## config.mk

```make
export PLATFORM = sky130hd
export DESIGN_NAME = spi_port
export DESIGN_NICKNAME = d
export VERILOG_FILES = /design/src/rtl/spi_port_pkg.sv /design/src/rtl/spi_port_sync.sv /design/src/rtl/spi_port_regs.sv /design/src/rtl/spi_port_engine.sv /design/src/rtl/spi_port.sv
export SDC_FILE = /design/constraint.sdc
export NUM_CORES = 1
export LEC_CHECK = 0
export BUFFER_PORTS_ARGS = -buffer_cell sky130_fd_sc_hd__buf_2
export CAP_MARGIN = 5
export CORE_AREA = 3 3 73 75
export CTS_CLUSTER_DIAMETER = 120
export DETAILED_ROUTE_END_ITERATION = 12
export DIE_AREA = 0 0 76 78
export HOLD_SLACK_MARGIN = 0.08
export PLACE_DENSITY = 0.75
export SLEW_MARGIN = 30
export SYNTH_ARGS = -nofsm -noshare
export SYNTH_HDL_FRONTEND = slang
export SYNTH_SLANG_ARGS = --single-unit
```

## constraint.sdc

```tcl
create_clock -name clk -period 1.6 [get_ports clk]
set_input_delay 0.48 -clock clk [delete_from_list [all_inputs] [get_ports clk]]
set_output_delay 0.48 -clock clk [all_outputs]
set_load 0.005 [all_outputs]
```

## src/rtl/spi_port_pkg.sv

```systemverilog
// Package: shared register addresses, bit positions and select modes for
// the SPI port. Assumes an 8-bit register bus.
package spi_port_pkg;
    localparam int REG_W = 8;

    localparam logic [1:0] ADDR_CTRL = 2'd0;
    localparam logic [1:0] ADDR_DATA = 2'd1;
    localparam logic [1:0] ADDR_CFG  = 2'd2;

    localparam int BIT_DONE  = 7;
    localparam int BIT_WCOL  = 6;
    localparam int BIT_FAULT = 5;
    localparam int BIT_OVR   = 4;
    localparam int BIT_MODE1 = 3;
    localparam int BIT_MODE0 = 2;
    localparam int BIT_TXMT  = 1;
    localparam int BIT_ON    = 0;

    typedef enum logic [1:0] {
        SEL_3WIRE  = 2'b00,
        SEL_INPUT  = 2'b01,
        SEL_DRV_LO = 2'b10,
        SEL_DRV_HI = 2'b11
    } sel_mode_e;
endpackage

```

## src/rtl/spi_port_sync.sv

```systemverilog
// Module: two-flop synchronizer for asynchronous pin inputs.
// Assumes each bit is independent; RST_VAL gives the idle level per bit.
module spi_port_sync #(
    parameter int               WIDTH   = 3,
    parameter logic [WIDTH-1:0] RST_VAL = '0
) (
    input  logic             clk,
    input  logic             rst_n,
    input  logic [WIDTH-1:0] d_in,
    output logic [WIDTH-1:0] d_out
);
    genvar gi;
    generate
        for (gi = 0; gi < WIDTH; gi++) begin : g_bit
            logic meta_q;
            logic sync_q;
            // Two-stage capture of one pin bit.
            always_ff @(posedge clk) begin
                if (!rst_n) begin
                    meta_q <= RST_VAL[gi];
                    sync_q <= RST_VAL[gi];
                end else begin
                    meta_q <= d_in[gi];
                    sync_q <= meta_q;
                end
            end
            assign d_out[gi] = sync_q;
        end
    endgenerate
endmodule

```

## src/rtl/spi_port_regs.sv

```systemverilog
// Module: register file of the SPI port. Holds the control/status flags,
// select mode, port-on bit, master enable, transmit and receive buffers.
// Assumes xfer_done is a single-cycle pulse with rx_byte valid in that cycle
// and that load is asserted only while tx_full is high.
module spi_port_regs
    import spi_port_pkg::*;
#(
    parameter int WIDTH = 8
) (
    input  logic             clk,
    input  logic             rst_n,
    input  logic [1:0]       bus_addr,
    input  logic             bus_wr,
    input  logic             bus_rd,
    input  logic [REG_W-1:0] bus_wdata,
    output logic [REG_W-1:0] bus_rdata,
    input  logic             xfer_done,
    input  logic [WIDTH-1:0] rx_byte,
    input  logic             fault_hit,
    input  logic             load,
    output logic             port_on,
    output logic             master_en,
    output logic [1:0]       sel_mode,
    output logic             tx_full,
    output logic [WIDTH-1:0] tx_buf,
    output logic             flag_done,
    output logic             flag_wcol,
    output logic             flag_fault,
    output logic             flag_ovr
);
    logic             wr_ctrl, wr_data, wr_cfg, rd_data;
    logic             rx_full;
    logic [WIDTH-1:0] rx_buf;
    logic             rx_pending;
    logic             rx_take;

    assign wr_ctrl    = bus_wr && (bus_addr == ADDR_CTRL);
    assign wr_data    = bus_wr && (bus_addr == ADDR_DATA);
    assign wr_cfg     = bus_wr && (bus_addr == ADDR_CFG);
    assign rd_data    = bus_rd && (bus_addr == ADDR_DATA);
    // A read in the same cycle frees the buffer for the incoming byte.
    assign rx_pending = rx_full && !rd_data;
    assign rx_take    = xfer_done && (master_en || !rx_pending);

    // Sticky flags: hardware set wins over a software clear.
    always_ff @(posedge clk) begin
        if (!rst_n) begin
            flag_done  <= 1'b0;
            flag_wcol  <= 1'b0;
            flag_fault <= 1'b0;
            flag_ovr   <= 1'b0;
        end else begin
            if (xfer_done)
                flag_done <= 1'b1;
            else if (wr_ctrl && !bus_wdata[BIT_DONE])
                flag_done <= 1'b0;

            if (wr_data && tx_full)
                flag_wcol <= 1'b1;
            else if (wr_ctrl && !bus_wdata[BIT_WCOL])
                flag_wcol <= 1'b0;

            if (fault_hit)
                flag_fault <= 1'b1;
            else if (wr_ctrl && !bus_wdata[BIT_FAULT])
                flag_fault <= 1'b0;

            if (xfer_done && !master_en && rx_pending)
                flag_ovr <= 1'b1;
            else if (wr_ctrl && !bus_wdata[BIT_OVR])
                flag_ovr <= 1'b0;
        end
    end

    // Writable control fields: select mode and port-on bit.
    always_ff @(posedge clk) begin
        if (!rst_n) begin
            sel_mode <= SEL_INPUT;
            port_on  <= 1'b0;
        end else if (wr_ctrl) begin
            sel_mode <= bus_wdata[BIT_MODE1:BIT_MODE0];
            port_on  <= bus_wdata[BIT_ON];
        end
    end

    // Master enable: software sets it, a mode fault drops it.
    always_ff @(posedge clk) begin
        if (!rst_n)
            master_en <= 1'b0;
        else if (fault_hit)
            master_en <= 1'b0;
        else if (wr_cfg)
            master_en <= bus_wdata[0];
    end

    // Transmit buffer: accepts a write only when empty, empties on load.
    always_ff @(posedge clk) begin
        if (!rst_n) begin
            tx_full <= 1'b0;
            tx_buf  <= '0;
        end else if (wr_data && !tx_full) begin
            tx_full <= 1'b1;
            tx_buf  <= bus_wdata[WIDTH-1:0];
        end else if (load) begin
            tx_full <= 1'b0;
        end
    end

    // Receive buffer: filled on completion, freed by a data read.
    always_ff @(posedge clk) begin
        if (!rst_n) begin
            rx_full <= 1'b0;
            rx_buf  <= '0;
        end else if (rx_take) begin
            rx_full <= 1'b1;
            rx_buf  <= rx_byte;
        end else if (rd_data) begin
            rx_full <= 1'b0;
        end
    end

    // Read multiplexer for the register bus.
    always_comb begin
        bus_rdata = '0;
        case (bus_addr)
            ADDR_CTRL: bus_rdata = {flag_done, flag_wcol, flag_fault, flag_ovr,
                                    sel_mode, !tx_full, port_on};
            ADDR_DATA: bus_rdata[WIDTH-1:0] = rx_buf;
            ADDR_CFG:  bus_rdata[0] = master_en;
            default:   bus_rdata = '0;
        endcase
    end
endmodule

```

## src/rtl/spi_port_engine.sv

```systemverilog
// Module: shift engine. As master it generates SCK (mode 0, period
// 2*HALF_DIV clocks); as slave it follows synchronized SCK edges.
// Assumes slave inputs are already synchronized; abort clears all state.
module spi_port_engine #(
    parameter int WIDTH    = 8,
    parameter int HALF_DIV = 4
) (
    input  logic             clk,
    input  logic             rst_n,
    input  logic             port_on,
    input  logic             master,
    input  logic             slave_sel,
    input  logic             abort,
    input  logic             tx_valid,
    input  logic [WIDTH-1:0] tx_data,
    output logic             load,
    input  logic             sck_s,
    input  logic             mosi_s,
    input  logic             miso_raw,
    output logic             sck_q,
    output logic             out_bit,
    output logic             busy,
    output logic             done,
    output logic [WIDTH-1:0] rx_byte
);
    localparam int CNT_W = (WIDTH > 1) ? $clog2(WIDTH) : 1;
    localparam int DIV_W = (HALF_DIV > 1) ? $clog2(HALF_DIV) : 1;
    localparam logic [CNT_W-1:0] LAST_BIT = CNT_W'(WIDTH - 1);
    localparam logic [DIV_W-1:0] DIV_END  = DIV_W'(HALF_DIV - 1);

    logic [WIDTH-1:0] shreg;
    logic [CNT_W-1:0] cnt;
    logic [DIV_W-1:0] div;
    logic             samp;
    logic             loaded;
    logic             sck_prev;
    logic             run;
    logic             rise_s, fall_s;
    logic             load_m, load_s;

    assign run     = port_on && !abort;
    assign rise_s  = sck_s && !sck_prev;
    assign fall_s  = !sck_s && sck_prev;
    assign load_m  = run && master && !busy && tx_valid;
    assign load_s  = run && !master && slave_sel && !busy && !loaded && tx_valid;
    assign load    = load_m || load_s;
    assign out_bit = shreg[WIDTH-1];
    assign rx_byte = shreg;

    // Edge history of the synchronized slave clock.
    always_ff @(posedge clk) begin
        if (!rst_n)
            sck_prev <= 1'b0;
        else
            sck_prev <= sck_s;
    end

    // Shift state machine for both roles.
    always_ff @(posedge clk) begin
        if (!rst_n || !run) begin
            shreg  <= '0;
            cnt    <= '0;
            div    <= '0;
            samp   <= 1'b0;
            sck_q  <= 1'b0;
            busy   <= 1'b0;
            loaded <= 1'b0;
            done   <= 1'b0;
        end else if (master) begin
            done   <= 1'b0;
            loaded <= 1'b0;
            if (!busy) begin
                sck_q <= 1'b0;
                div   <= '0;
                cnt   <= '0;
                if (tx_valid) begin
                    shreg <= tx_data;
                    busy  <= 1'b1;
                end
            end else if (div == DIV_END) begin
                div   <= '0;
                sck_q <= !sck_q;
                if (!sck_q) begin
                    samp <= miso_raw;
                end else begin
                    shreg <= {shreg[WIDTH-2:0], samp};
                    cnt   <= cnt + 1'b1;
                    if (cnt == LAST_BIT) begin
                        busy <= 1'b0;
                        done <= 1'b1;
                        cnt  <= '0;
                    end
                end
            end else begin
                div <= div + 1'b1;
            end
        end else begin
            done  <= 1'b0;
            sck_q <= 1'b0;
            div   <= '0;
            if (!slave_sel) begin
                cnt  <= '0;
                busy <= 1'b0;
            end else begin
                if (load_s) begin
                    shreg  <= tx_data;
                    loaded <= 1'b1;
                end
                if (rise_s) begin
                    samp <= mosi_s;
                    busy <= 1'b1;
                end
                if (fall_s && busy) begin
                    shreg <= {shreg[WIDTH-2:0], samp};
                    cnt   <= cnt + 1'b1;
                    if (cnt == LAST_BIT) begin
                        busy   <= 1'b0;
                        done   <= 1'b1;
                        loaded <= 1'b0;
                        cnt    <= '0;
                    end
                end
            end
        end
    end
endmodule

```

## src/rtl/spi_port.sv

```systemverilog
// Module: SPI port top. Ties the register file, pin synchronizers and
// shift engine together and derives pin enables, select output and irq.
// Assumes the pins are external, asynchronous to clk except miso_in, which
// the master samples directly.
module spi_port
    import spi_port_pkg::*;
#(
    parameter int HALF_DIV = 4
) (
    input  logic       clk,
    input  logic       rst_n,
    input  logic [1:0] bus_addr,
    input  logic       bus_wr,
    input  logic       bus_rd,
    input  logic [7:0] bus_wdata,
    output logic [7:0] bus_rdata,
    output logic       irq,
    input  logic       sck_in,
    output logic       sck_out,
    output logic       sck_oe,
    input  logic       mosi_in,
    output logic       mosi_out,
    output logic       mosi_oe,
    input  logic       miso_in,
    output logic       miso_out,
    output logic       miso_oe,
    input  logic       nss_in,
    output logic       nss_out,
    output logic       nss_oe
);
    localparam int WIDTH = REG_W;

    logic             port_on, master_en, tx_full, load, busy, done;
    logic [1:0]       sel_mode;
    logic [WIDTH-1:0] tx_buf, rx_byte;
    logic             flag_done, flag_wcol, flag_fault, flag_ovr;
    logic             sck_s, mosi_s, nss_s;
    logic [2:0]       pins_s;
    logic             fault_hit, slave_sel, shift_msb, sck_q;

    spi_port_sync #(.WIDTH(3), .RST_VAL(3'b100)) u_sync (
        .clk   (clk),
        .rst_n (rst_n),
        .d_in  ({nss_in, mosi_in, sck_in}),
        .d_out (pins_s)
    );
    assign sck_s  = pins_s[0];
    assign mosi_s = pins_s[1];
    assign nss_s  = pins_s[2];

    assign fault_hit = port_on && master_en && (sel_mode == SEL_INPUT) && !nss_s;
    assign slave_sel = (sel_mode != SEL_INPUT) || !nss_s;

    spi_port_regs #(.WIDTH(WIDTH)) u_regs (
        .clk        (clk),
        .rst_n      (rst_n),
        .bus_addr   (bus_addr),
        .bus_wr     (bus_wr),
        .bus_rd     (bus_rd),
        .bus_wdata  (bus_wdata),
        .bus_rdata  (bus_rdata),
        .xfer_done  (done),
        .rx_byte    (rx_byte),
        .fault_hit  (fault_hit),
        .load       (load),
        .port_on    (port_on),
        .master_en  (master_en),
        .sel_mode   (sel_mode),
        .tx_full    (tx_full),
        .tx_buf     (tx_buf),
        .flag_done  (flag_done),
        .flag_wcol  (flag_wcol),
        .flag_fault (flag_fault),
        .flag_ovr   (flag_ovr)
    );

    spi_port_engine #(.WIDTH(WIDTH), .HALF_DIV(HALF_DIV)) u_engine (
        .clk       (clk),
        .rst_n     (rst_n),
        .port_on   (port_on),
        .master    (master_en),
        .slave_sel (slave_sel),
        .abort     (fault_hit),
        .tx_valid  (tx_full),
        .tx_data   (tx_buf),
        .load      (load),
        .sck_s     (sck_s),
        .mosi_s    (mosi_s),
        .miso_raw  (miso_in),
        .sck_q     (sck_q),
        .out_bit   (shift_msb),
        .busy      (busy),
        .done      (done),
        .rx_byte   (rx_byte)
    );

    // Pin drive: master owns SCK/MOSI, a selected slave owns MISO.
    always_comb begin
        sck_out  = sck_q;
        mosi_out = shift_msb;
        miso_out = shift_msb;
        sck_oe   = port_on && master_en;
        mosi_oe  = port_on && master_en;
        miso_oe  = port_on && !master_en && slave_sel;
        nss_out  = sel_mode[0];
        nss_oe   = port_on && sel_mode[1];
        irq      = port_on && (flag_done || flag_fault || flag_ovr);
    end
endmodule

```

==> results of run 1 <==
[flip-flops by register name (all words and copies together), names as in the netlist, 2 cells and up]
signal / cells
u_engine.cnt: 3
u_engine.div: 2
u_engine.rx_byte: 8
u_regs.rx_buf: 8
u_regs.sel_mode: 2
u_regs.tx_buf: 8
u_sync.g_bit.meta_q: 3
u_sync.g_bit.sync_q: 3
[cells in the mapped netlist (2+ instances only)]
cell type | count | share of area
a211oi_2 | 8 | 0.043
a21o_1 | 2 | 0.0064
a21oi_1 | 18 | 0.039
a22o_1 | 3 | 0.011
and2_1 | 6 | 0.016
and3_1 | 2 | 0.0054
and3b_1 | 2 | 0.0075
and4b_1 | 2 | 0.0086
buf_2 | 5 | 0.011
buf_4 | 2 | 0.0064
buf_6 | 3 | 0.014
clkbuf_1 | 5 | 0.0080
dfxtp_1 | 51 | 0.44
ha_1 | 3 | 0.016
inv_1 | 6 | 0.0097
mux2i_1 | 16 | 0.069
nand2_1 | 42 | 0.068
nand2b_1 | 4 | 0.011
nand3_1 | 13 | 0.028
nand3b_1 | 3 | 0.0097
nor2_1 | 13 | 0.021
nor2b_1 | 3 | 0.0080
nor3_1 | 10 | 0.021
nor3b_1 | 2 | 0.0064
nor4_1 | 2 | 0.0054
o21a_1 | 2 | 0.0064
o21ai_0 | 13 | 0.028
[layout make-up]
cell class	count	area, sq um	share of cell area
Timing Repair Buffer	61	405.4	0.1418
Sequential cell	51	1039	0.3632
Tap cell	67	83.83	0.02932
Clock buffer	7	86.33	0.03020
Clock inverter	1	8.758	0.003063
Inverter	6	22.52	0.007877
Multi-Input combinational cell	188	1214	0.4245
[cell families after synthesis]
family / after synthesis / share of synthesized area
compound gates: 59 / 0.1866
simple gates: 109 / 0.2365
buf+inv: 22 / 0.05093
mux: 16 / 0.06863
flops: 51 / 0.4375
xor+xnor: 1 / 0.003754
fa+ha+maj: 3 / 0.01609
[timing repair]
item                       CTS  global route
resized for setup           13             8
setup endpoints to repair   17             9
pin swaps                    1             2
buffers inserted             3             2
[worst max-delay path by stage]
stage / end / cells after the start / from / slack [ns]
floorplan: u_engine.rx_byte[0] / 7 / u_engine.div[0] / 0.02
global placement: bus_rdata[0] / 4 / bus_addr[0] / -0.005
detailed placement: u_engine.rx_byte[3] / 4 / u_engine.busy / -0.04
CTS: miso_oe / 3 / u_regs.sel_mode[1] / -0.02
global route: miso_oe / 3 / u_regs.sel_mode[1] / -0.07
finish: miso_oe / 3 / u_regs.sel_mode[1] / -0.02
[metrics by stage]
step / hold WS, ns / TNS [ns] / setup WS (ns)
6_report: 0.3543 / -0.01975 / -0.01975
4_1_cts: 0.3574 / -0.02113 / -0.02113
5_1_grt: 0.3515 / -0.1645 / -0.06803
2_1_floorplan: 0.3863 / 0 / 0.02464
3_5_place_dp: 0.4053 / -0.3061 / -0.04139
3_3_place_gp: 0.3968 / -0.005037 / -0.005037
[power groups by stage]
stage	Clock (mW)	Sequential (mW)	Combinational, mW
floorplan	0	1.33	0.102
global placement	0	1.33	0.175
detailed placement	0	1.33	0.177
CTS	0.783	1.30	0.183
global route	0.834	1.30	0.211
finish	0.777	1.30	0.194
[critical path, cell delays in order (launching register included)]
cell      delay (ns)
dfxtp_4         0.36
nand3b_1        0.19
and3_4          0.18
buf_6           0.11
[layer usage]
layer	GRT usage	part of all wire
met5	0	0
met4	0.05435	0.011
met2	0.3183	0.44
met1	0.2594	0.50
met3	0.04292	0.049
==> out/qor.txt, run 1 <==
number of flops mapped to enable cells by yosys - 0
first-pass detailed-route iteration total - 4
CTS tree - built
layout net count - 334
Switch Pwr - 0.5414 mW
Worst slew margin - 0.7048
remaining global-route overflow - 0
total power density per cell area - 794.4 mW/mm^2
maxcap violations - 0
setup repair after global routing missed its margin - yes
final core area utilization - 0.6053
Hold Crit Depth - 2
DR vias - 2027
Period minus WS final - 1.620 ns
Critical Path Fanout Max - 3
commonest non-fill, non-tap cell in the layout - dfxtp_1
critical path required time - 1.12 ns
initial drt markers - 102
final-report max-slew violation count - 0
sequential area share after synthesis - 0.4375
initial antenna violation count - 0
number of remaining DRC errors - 0
launch instance of the worst register-to-register path - u_regs.sel_mode[1]
post-synth net total - 282
top_reg_cell synth - dfxtp_1
final-report hold violation count - 0
YS warnings - 0
final worst clock skew - 0.007371 ns
type of the setup path with the least slack - register to output port
peak clock frequency supported by timing - 0.6174 GHz
Layout area overhead - 22.52%
htree depth - 2
clock power share - 0.342
type of element launching the critical path - register
Initial Utilization - 0.4940
count of buffers inserted at the top-level ports - 34
DP HPWL - 4.106 mm
area of placed instances - 0.002676 sq mm
total leakage power - 1.116 nW
FF+latch count, synth - 51
Final period util - 1.012
pin count of the biggest net entering global routing - 24
count of fill cells added during filler insertion - 410
peak supply drop - 741.7 uV
capturing element type of the critical path - output port
path category of the worst min-delay check - primary input to register
cell row count - 25
Hold Path End - u_sync.g_bit[2].meta_q
Final WS setup - -0.01975 ns
start point of the worst hold path - nss_in
count of antenna-violating nets left after detailed routing - 0
die height - 78 um
highest-count cells in the layout ignoring fill and taps - 45 x dfxtp_1, 42 x nand2_1, 32 x buf_2
count of boundary I/O pins - 35
WP data arrival - 1.14 ns
switching share of power - 0.2384
worst-skew pair later-pin latency - 0.30 ns
global-route usage over all layers - 0.1945
detail-routed net length per standard cell - 14.33 um
post-synthesis cell type count - 47
clock input transition at the sequential cells of the worst setup and hold paths - 0.09 ns
average size of a mapped cell - 8.941 sq um
first-pass GRT wire length - 9.356 mm
internal power consumption - 1.730 mW
Comb power frac - 0.085
Mapped Area - 0.002333 sq mm
number of endpoints failing setup at the final stage - 1
outcome - finished, violations left
Worst R2R Setup Slack - 0.03 ns
number of CTS-inserted buffers - 5
CTS root buf - clkbuf_8
CTS Sinks - 51
Post-synth ARST share - 0
actual slew at the worst max-slew pin - 0.4423 ns
Routability Congestion - 0.8663
wirelength, routed - 5.460 mm
Post-Syn Instances - 261
Antenna diodes - 0
final instance area - 0.002859 sq mm
part of the power in registers - 0.573
Longest Clk Path Bufs - 2
cells on worst reg2reg path - 6
number of placed instances, taps included - 369
failing checks - setup timing
final instance count without filler cells - 381
via count of the first global-routing pass - 1921
width of the chip - 76 um
detailed-route vias per instance - 5.320
floorplan core area - 0.004723 sq mm
Total Power - 2.271 mW
number of hold-repair buffers added at the cts stage - 0
proportion of layout cells with a drive suffix above 1 - 0.2930
R2R Path End - u_engine.cnt[2]
Die Area - 0.005928 sq mm
Note: power is estimated with default switching activity, not from simulation.
==> inputs of run 2 (changes only) <==
Settings changed: CORE_AREA 3 3 73 75 to 3 3 76 78, DIE_AREA 0 0 76 78 to 0 0 79 81, PLACE_DENSITY 0.75 to 0.76, SETUP_SLACK_MARGIN set to 0.2, SYNTH_HIERARCHICAL set to 1.
==> out/qor.txt, run 2 <==
multiplexer fraction of the synthesized cell area - 0.1472 (+0.07858)
Synth area leaders - dfxtp_1 40%, mux2i_1 15%, a211oi_2 3.9%
dominant combinational cell family by area after synthesis - simple AND/OR/NAND/NOR gates
highest-count cells in the layout ignoring fill and taps - 42 x dfxtp_1, 38 x mux2i_1, 30 x buf_2
Worst slew margin - 0.6981 (-0.006760)
master of the slowest instance on the critical path - dfxtp_2
pin count of the biggest net entering global routing - 31 (+29%)
Total Neg Setup Slack - -1.909 ns (-1.889 ns)
number of placed instances, taps included - 367 (-0.54%)
count of boundary I/O pins - 35 (unchanged)
Period minus WS final - 1.773 ns (+0.1537 ns)
Mapped Area - 0.002584 sq mm (+11%)
worst-skew pair later-pin latency - 0.31 ns (about the same)
setup repair after global routing missed its margin - yes
final instance count without filler cells - 387 (+1.6%)
die height - 81 um (+3.8%)
type of element launching the critical path - register
top_reg_cell synth - dfxtp_1
Die Area - 0.006399 sq mm (+7.9%)
total power density per cell area - 685.2 mW/mm^2 (-14%)
FF+latch count, synth - 51 (unchanged)
Longest Clk Path Bufs - 2 (unchanged)
Antenna diodes - 0 (unchanged)
maxcap violations - 0 (unchanged)
Critical Path Fanout Max - 2 (-1)
peak clock frequency supported by timing - 0.5639 GHz (-8.7%)
post-synthesis cell type count - 48 (+2.1%)
critical path required time - 1.12 ns (about the same)
actual slew at the worst max-slew pin - 0.4523 ns (+0.01001 ns)
Final WS setup - -0.1734 ns (-0.1537 ns)
CTS tree - built
Post-Syn Instances - 256 (-1.9%)
initial antenna violation count - 0 (unchanged)
final-report hold violation count - 0 (unchanged)
complex-gate fraction of the synthesized area - 0.1482 (-0.03841)
library cell occupying the most area in the post-synthesis netlist - dfxtp_1
final-report max-slew violation count - 0 (unchanged)
Largest stage delay, worst path - 0.35 ns (about the same)
count of fill cells added during filler insertion - 410 (unchanged)
CTS root buf - clkbuf_8
clock input transition at the sequential cells of the worst setup and hold paths - 0.09 ns (about the same)
detailed-route vias per instance - 5.256 (-1.2%)
peak supply drop - 573.8 uV (-23%)
Layout area overhead - 30.22%
portion of synthesized cell area occupied by the leading cell type - 0.3952 (-0.04238)
total leakage power - 1.350 nW (+21%)
remaining global-route overflow - 0 (unchanged)
number of CTS-inserted buffers - 5 (unchanged)
Post-synth ARST share - 0 (unchanged)
layout net count - 337 (+0.90%)
YS warnings - 6 (+6)
via count of the first global-routing pass - 2074 (+8.0%)
path category of the worst min-delay check - primary input to register
DR vias - 2034 (+0.35%)
number of flops mapped to enable cells by yosys - 0 (unchanged)
count of buffers inserted at the top-level ports - 34 (unchanged)
global-route usage over all layers - 0.1917 (-0.002780)
initial drt markers - 64 (-37%)
floorplan core area - 0.005140 sq mm (+8.8%)
Routability Congestion - 0.7958 (-8.1%)
htree depth - 2 (unchanged)
Commonest cells post-synth - 51 x dfxtp_1, 38 x mux2i_1, 21 x nand2_1
average size of a mapped cell - 10.09 sq um (+13%)
CTS Sinks - 51 (unchanged)
post-synth net total - 277 (-1.8%)
commonest non-fill, non-tap cell in the layout - dfxtp_1
type of the setup path with the least slack - register to output port
proportion of layout cells with a drive suffix above 1 - 0.4038 (+0.1108)
width of the chip - 79 um (+3.9%)
first-pass detailed-route iteration total - 4 (unchanged)
capturing element type of the critical path - output port
WP data arrival - 1.29 ns (+0.15 ns)
number of remaining DRC errors - 0 (unchanged)
Initial Utilization - 0.5027 (+0.008638)
sequential area share after synthesis - 0.3952 (-0.04238)
DP HPWL - 3.908 mm (-4.8%)
Final period util - 1.108 (+0.09604)
share of synthesized cell area in and, or, nand and nor gates - 0.2252 (-0.01128)
first-pass GRT wire length - 9.729 mm (+4.0%)
cell row count - 26 (+4.0%)
wirelength, routed - 5.835 mm (+6.9%)
count of antenna-violating nets left after detailed routing - 0 (unchanged)
XOR/XNOR share of the synthesized area - 0.003390 (-0.0003635)
worst path cell trace - buf_6 > inv_4 > or3_1 > o21ai_1 > buf_2
detail-routed net length per standard cell - 15.08 um (+5.2%)
failing checks - setup timing
number of endpoints failing setup at the final stage - 17 (+16)
outcome - finished, violations left
Total Power - 2.305 mW (+1.5%)
adder-cell share of the synthesized area - 0.01453 (-0.001558)
most repeated cell in the gate-level netlist after synthesis - dfxtp_1
final worst clock skew - 0.009716 ns (+0.002345 ns)
## run 2: cell types whose count changed in the layout (fill, tap and decap cells not counted), sizes merged, moves of 3 or more
cell	before	now
mux2i	16	38
nand3b	4	7
buf	61	72
nand3	13	1
a31oi	0	3
o21ai	13	7
nor3	10	2
nand2	42	21
nor2b	3	16
a22o	3	0
## run 2: worst paths after layout
check,start,end,slack [ns],cells past startpoint
max,u_regs/master_en,bus_rdata[0],-0.17,5
min,nss_in,u_sync/g_bit[2].meta_q,0.36,2
max reg2reg,u_regs/master_en,u_engine/rx_byte[6],-0.13,7
min reg2reg,u_sync/g_bit[2].meta_q,u_sync/g_bit[2].sync_q,0.41,1
## run 2: layout make-up
| type | instances | area, sq um | area share |
|---|---|---|---|
| clock buffers | 7 | 76.32 | 0.02268 |
| clock inverters | 1 | 5.005 | 0.001488 |
| inverters | 7 | 28.78 | 0.008553 |
| flip-flops and latches | 51 | 1037 | 0.3083 |
| repair buffers | 72 | 646.9 | 0.1923 |
| well taps | 70 | 87.58 | 0.02603 |
| multi-input cells | 179 | 1483 | 0.4407 |
## run 2: metal layers
metal  wire [um]  up-vias  track usage
met5           0        -            0
met4         117        0      0.07560
met3         189        8      0.03880
met2        2878       41       0.3316
met1        2649      970       0.2344
li1            -     1015            -
## run 2: logic make-up after synthesis
family	Yosys count
buffers and inverters	26
adder cells (fa/ha/maj)	3
XOR/XNOR	1
AO/OA/AOI/OAI	45
multiplexers	38
flip-flops	51
AND/OR/NAND/NOR	92
## run 2: per-stage QoR
stage | cell area (sq um) | worst slack, ns | util | hold WS, ns
final | 3364 | -0.1734 | 0.6546 | 0.3574
after floorplan | 2629 | -0.1104 | - | 0.3863
after global routing | 3364 | -0.2322 | 0.6546 | 0.3614
after CTS | 3266 | -0.1620 | 0.6353 | 0.3531
after global placement | 2987 | -0.06651 | 0.5811 | 0.3875
after detailed placement | 2987 | -0.1148 | 0.5811 | 0.3965
## run 2: where the power goes
group,switching [mW],internal (mW),leakage (nW)
sequential,0.0129,1.29,0.417
clock,0.406,0.308,0.0422
combinational,0.139,0.153,0.890
total,0.558,1.75,1.35
## run 2: worst max-delay path: cells and delay by family (launching register included)
kind / cells / cell delay, ns
AO/OA/AOI/OAI: 1 / 0.08
AND/OR/NAND/NOR: 1 / 0.30
buffers and inverters: 3 / 0.26
flip-flops: 1 / 0.35
## run 2: timing repair
item / 4_1_cts / 5_1_grt
pin swaps: 17 / 8
hold buffers: 0 / 0
gates resized for setup: 34 / 18
buffers inserted: 10 / 2
setup endpoints to repair: 32 / 33
